==> src/rtl/rag_pkg.sv <==
package rag_pkg;

    typedef enum logic [1:0] {
        FK_NONE     = 2'd0,
        FK_DATA     = 2'd1,
        FK_ADDR_HIT = 2'd2,
        FK_ADDR_MISS= 2'd3
    } frame_kind_e;

endpackage

==> src/rtl/rag_frame_class.sv <==
module rag_frame_class
    import rag_pkg::*;
#(
    parameter int DATA_W = 8
) (
    input  logic              valid_i,
    input  logic [DATA_W-1:0] data_i,
    input  logic              addr_flag_i,
    input  logic [DATA_W-1:0] match_i,
    output frame_kind_e       kind_o
);

    always_comb begin
        if (!valid_i) begin
            kind_o = FK_NONE;
        end else if (!addr_flag_i) begin
            kind_o = FK_DATA;
        end else if (data_i == match_i) begin
            kind_o = FK_ADDR_HIT;
        end else begin
            kind_o = FK_ADDR_MISS;
        end
    end

endmodule

==> src/rtl/rag_gate_decide.sv <==
module rag_gate_decide
    import rag_pkg::*;
(
    input  frame_kind_e kind_i,
    input  logic        auto_i,
    input  logic        flag_i,
    input  logic        clear_i,
    output logic        take_o,
    output logic        flag_o
);

    always_comb begin
        take_o = 1'b0;
        flag_o = flag_i & ~clear_i;
        if (auto_i) begin
            unique case (kind_i)
                FK_ADDR_HIT: begin
                    take_o = 1'b1;
                    flag_o = 1'b1;
                end
                FK_ADDR_MISS: begin
                    take_o = 1'b0;
                    flag_o = 1'b0;
                end
                FK_DATA: begin
                    take_o = flag_i;
                end
                default: begin
                    take_o = 1'b0;
                end
            endcase
        end else begin
            take_o = (kind_i != FK_NONE);
        end
    end

endmodule

==> src/rtl/rs485_addr_gate.sv <==
module rs485_addr_gate
    import rag_pkg::*;
#(
    parameter int DATA_W = 8
) (
    input  logic              clk,
    input  logic              rst_n,
    input  logic              rx_valid,
    input  logic [DATA_W-1:0] rx_data,
    input  logic              rx_addr_flag,
    input  logic              auto_mode,
    input  logic [DATA_W-1:0] node_addr,
    input  logic              sw_clear,
    output logic              fifo_push,
    output logic [DATA_W-1:0] fifo_data,
    output logic              rx_enable
);

    localparam logic [DATA_W-1:0] DATA_ZERO = '0;

    typedef struct packed {
        logic              flag;
        logic              push;
        logic [DATA_W-1:0] data;
    } gate_state_t;

    gate_state_t st_d, st_q;
    frame_kind_e kind;
    logic        take;
    logic        flag_next;

    rag_frame_class #(.DATA_W(DATA_W)) i_class (
        .valid_i     (rx_valid),
        .data_i      (rx_data),
        .addr_flag_i (rx_addr_flag),
        .match_i     (node_addr),
        .kind_o      (kind)
    );

    rag_gate_decide i_decide (
        .kind_i  (kind),
        .auto_i  (auto_mode),
        .flag_i  (st_q.flag),
        .clear_i (sw_clear),
        .take_o  (take),
        .flag_o  (flag_next)
    );

    always_comb begin
        st_d      = st_q;
        st_d.flag = flag_next;
        st_d.push = take;
        st_d.data = take ? rx_data : st_q.data;
    end

    always_ff @(posedge clk or negedge rst_n) begin
        if (!rst_n) begin
            st_q <= '{flag: 1'b0, push: 1'b0, data: DATA_ZERO};
        end else begin
            st_q <= st_d;
        end
    end

    assign fifo_push = st_q.push;
    assign fifo_data = st_q.data;
    assign rx_enable = st_q.flag;

    a_r1_reset_quiet: assert property (@(posedge clk)
        !rst_n |=> (!rx_enable && !fifo_push) || !rst_n);

    a_r3_hit_opens: assert property (@(posedge clk) disable iff (!rst_n)
        (auto_mode && rx_valid && rx_addr_flag && rx_data == node_addr)
        |=> (rx_enable && fifo_push && fifo_data == $past(rx_data)));

    a_r4_miss_closes: assert property (@(posedge clk) disable iff (!rst_n)
        (auto_mode && rx_valid && rx_addr_flag && rx_data != node_addr)
        |=> (!rx_enable && !fifo_push));

    a_r6_closed_drops: assert property (@(posedge clk) disable iff (!rst_n)
        (auto_mode && rx_valid && !rx_addr_flag && !rx_enable) |=> !fifo_push);

    a_r7_clear_lowers: assert property (@(posedge clk) disable iff (!rst_n)
        (sw_clear && !(auto_mode && rx_valid && rx_addr_flag && rx_data == node_addr))
        |=> !rx_enable);

    a_r10_no_spurious_push: assert property (@(posedge clk) disable iff (!rst_n)
        !rx_valid |=> !fifo_push);

endmodule

==> config.mk <==
export PLATFORM = sky130hd
export DESIGN_NAME = rs485_addr_gate
export DESIGN_NICKNAME = d
export VERILOG_FILES = /design/src/rtl/rag_pkg.sv /design/src/rtl/rag_frame_class.sv /design/src/rtl/rag_gate_decide.sv /design/src/rtl/rs485_addr_gate.sv
export SDC_FILE = /design/constraint.sdc
export NUM_CORES = 1
export LEC_CHECK = 0
export BUFFER_PORTS_ARGS = -buffer_cell sky130_fd_sc_hd__buf_2
export CAP_MARGIN = 15
export CORE_AREA = 2 2 39 41
export DETAILED_ROUTE_END_ITERATION = 12
export DIE_AREA = 0 0 41 43
export HOLD_SLACK_MARGIN = 0.1
export PLACE_DENSITY = 0.78
export SETUP_SLACK_MARGIN = 0.2
export SLEW_MARGIN = 20
export SYNTH_ARGS = -nofsm -noshare
export SYNTH_HDL_FRONTEND = slang
export SYNTH_SLANG_ARGS = --single-unit
==> constraint.sdc <==
create_clock -name clk -period 2.1 [get_ports clk]
set_clock_uncertainty 0.15 [all_clocks]
set_input_delay 0.105 -clock clk [delete_from_list [all_inputs] [get_ports clk]]
set_output_delay 0.105 -clock clk [all_outputs]
set_load 0.05 [all_outputs]
==> qor.txt <==
worst skew pair latency: 0.25 ns
Worst Hold Class: in -> reg
cells along the critical path: dlygate4sd3_1, buf_2, xor2_1, nor3_4, a32oi_4, mux2_2
commonest cells after routing, fill and taps aside: buf_2, dfrtp_1, dlygate4sd3_1, mux2_2
final setup fails: 0
max cap viols: 0
Antenna Nets Post-Route: 0
total routed wirelength: 1190 um
Req. time, crit path: 2.08 ns
top-area cell type share of the netlist area: 50.6%
status: complete, no violations
Final Hold Fails: 0
Gate Count Post-Synth: 36
CP max stage delay: 0.54 ns
synthesized flop and latch total: 10
synth warn: 0
Adder-Cell Fraction of Synth Area: 0%
vias post-DR: 448
crit-path leading delay family: buffers and inverters
cell taking the most area after synthesis: dfrtp_1
post-synthesis sequential area ratio: 50.6%
combinational family with the most area after synthesis: multiplexers
Final min period: 1.84 ns
post-synthesis mux area share: 18.2%
vias per inst: 4.48
die area: 1760 um^2
WP data arrival: 1.83 ns
Pwr Density: 676 nW/um^2
met2 Usage GRT: 23.8%
clock tree buffer depth: 2
Setup Crit Path Kind: in -> reg
unrepaired setup endpoints after global routing: false
library cells used by synthesis: 11
busiest layer in global routing: met2
simple-gate share of the synthesized area: 7.34%
global placer's final weighted congestion: 0.557
period utilisation layout: 87.8%
Final TNS setup: 0 ns
Core ar.: 1380 um^2
die width: 41 um
non-filler instance count after layout: 100
Buf/Inv on CP: 2
GR Layer Usage met1: 14.6%
grt total ovfl: 0
CP Max Fanout: 5
layout cells sized above 1: 63.1%
Initial Util: 35.7%
Ant. Diodes: 0
WL per Instance: 11.9 um
Worst-path clk slew: 0.06 ns
Slowest cell on crit path: dlygate4sd3_1
largest net degree at the start of global routing: 11
DIE HEIGHT: 43 um
Rows: 14
fillcell total: 99
compound-gate portion of the synthesized area: 8.10%
vias in the first global route: 432
met3 Usage GRT: 3.14%
Max Fclk: 543 MHz
Post-route DRC: 0
Worst-Margin Slew: 0.607 ns
slew margin rel.: 59.1%
type of origin of the critical path: input port
# port buffers: 31
Cell Area, Synth: 494 um^2
nets@finish: 107
CP Capture Type: flip-flop
TritonCTS Buffers: 3
root buf cell: clkbuf_4
antenna violations before repair: 0
DP Wirelength: 809 um
XOR/XNOR Fraction of Synth Area: 14.2%
Slew Viols, Final: 0
CTS tree: done
P_leak: 0.462 nW
Syn-to-layout area delta: 86.1%
initial drt markers: 0
commonest non-fill, non-tap cell in the layout: buf_2
H-Tree Depth: 1
global-route wire length before repair: 1630 um
synthesized area per cell: 13.7 um^2
syn nets: 58
Pre-Repair DR Iteration Count: 1
GRT Overall Usage: 14.0%
Max VDD drop: 0.471 mV
Clock Sinks: 10
dpl cells: 83
# IOs: 32
top cells by area, synth: dfrtp_1, mux2_2, xor2_1
-- through the flow --
| step | setup WS, ns | total power [W] | hold WS, ns | utilization, % | instance area [um^2] |
|---|---|---|---|---|---|
| CTS | 0.263 | 0.000612 | 0.153 | 59.7 | 826 |
| detailed placement | 0.519 | 0.000424 | -0.175 | 48.4 | 669 |
| floorplan | 0.368 | 0.000364 | -0.341 | - | 494 |
| global placement | 0.566 | 0.000422 | -0.181 | 48.4 | 669 |
| global route | 0.192 | 0.000652 | 0.173 | 66.5 | 920 |
| finish | 0.257 | 0.000622 | 0.163 | 66.5 | 920 |
-- cell usage after synthesis --
cell,instances
nand3_1,2
mux2_2,8
a32oi_4,1
xor2_1,5
and3_1,1
o21ai_0,1
nor3_2,2
xnor2_1,3
inv_1,2
o31ai_1,1
dfrtp_1,10
-- registers in the layout, summed over array words and instances, names as in the netlist --
signal	cells
fifo_data	8
rx_enable	1
fifo_push	1
-- routing by layer --
| layer | part of all wire, % | wire [um] | vias up |
|---|---|---|---|
| li1 | - | - | 224 |
| met1 | 44 | 527 | 200 |
| met2 | 47 | 558 | 22 |
| met3 | 8.1 | 96 | 2 |
| met4 | 0.50 | 6 | 0 |
| met5 | 0 | 0 | - |
-- worst min-delay path: stages --
cell and delay [ns]:
dlymetal6s4s_1 0.16, buf_2 0.13, mux2_2 0.14
-- where the power goes --
part	switching, W	internal (W)	total (W)	leakage, nW
combinational	0.000147	0.0000864	0.000233	0.321
clock	0.0000564	0.000105	0.000161	0.0210
sequential	0.0000104	0.000217	0.000227	0.121
-- cell type report --
type,instances,area (um^2),area share [%]
flip-flops and latches,10,250,27.2
inverters,2,7.51,0.816
clock buffers,4,36.3,3.95
repair buffers,43,283,30.7
multi-input cells,25,323,35.1
well taps,16,20.0,2.18
-- cells by family (layout without fill, tap and decap cells) --
family,after synthesis,count (layout)
mux,8,8
simple gates,5,5
compound gates,3,4
xor+xnor,8,8
flops,10,10
buf+inv,2,49
-- what timing repair did --
action                                  in CTS  in global routing
setup buffers                                0                  0
endpoints found under the setup margin       0                  8
endpoints found under the hold margin       20                  0
hold buffers                                12                  0
gates resized for setup                      0                 13
-- worst paths after layout --
kind | from | cells past startpoint | slack [ns] | to
worst max-delay path | rx_data[0] | 6 | 0.26 | fifo_data[5]$_DFFE_PN0P_
worst min register to register | fifo_data[6]$_DFFE_PN0P_ | 1 | 0.35 | fifo_data[6]$_DFFE_PN0P_
worst min-delay path | rx_data[1] | 3 | 0.16 | fifo_data[1]$_DFFE_PN0P_
min in group asynchronous | rst_n | 3 | 0.72 | fifo_data[3]$_DFFE_PN0P_
max in group asynchronous | rst_n | 3 | 0.76 | fifo_data[5]$_DFFE_PN0P_
worst max register to register | rx_enable$_DFF_PN0_ | 4 | 0.43 | fifo_data[2]$_DFFE_PN0P_
Note: power is estimated with default switching activity, not from simulation.
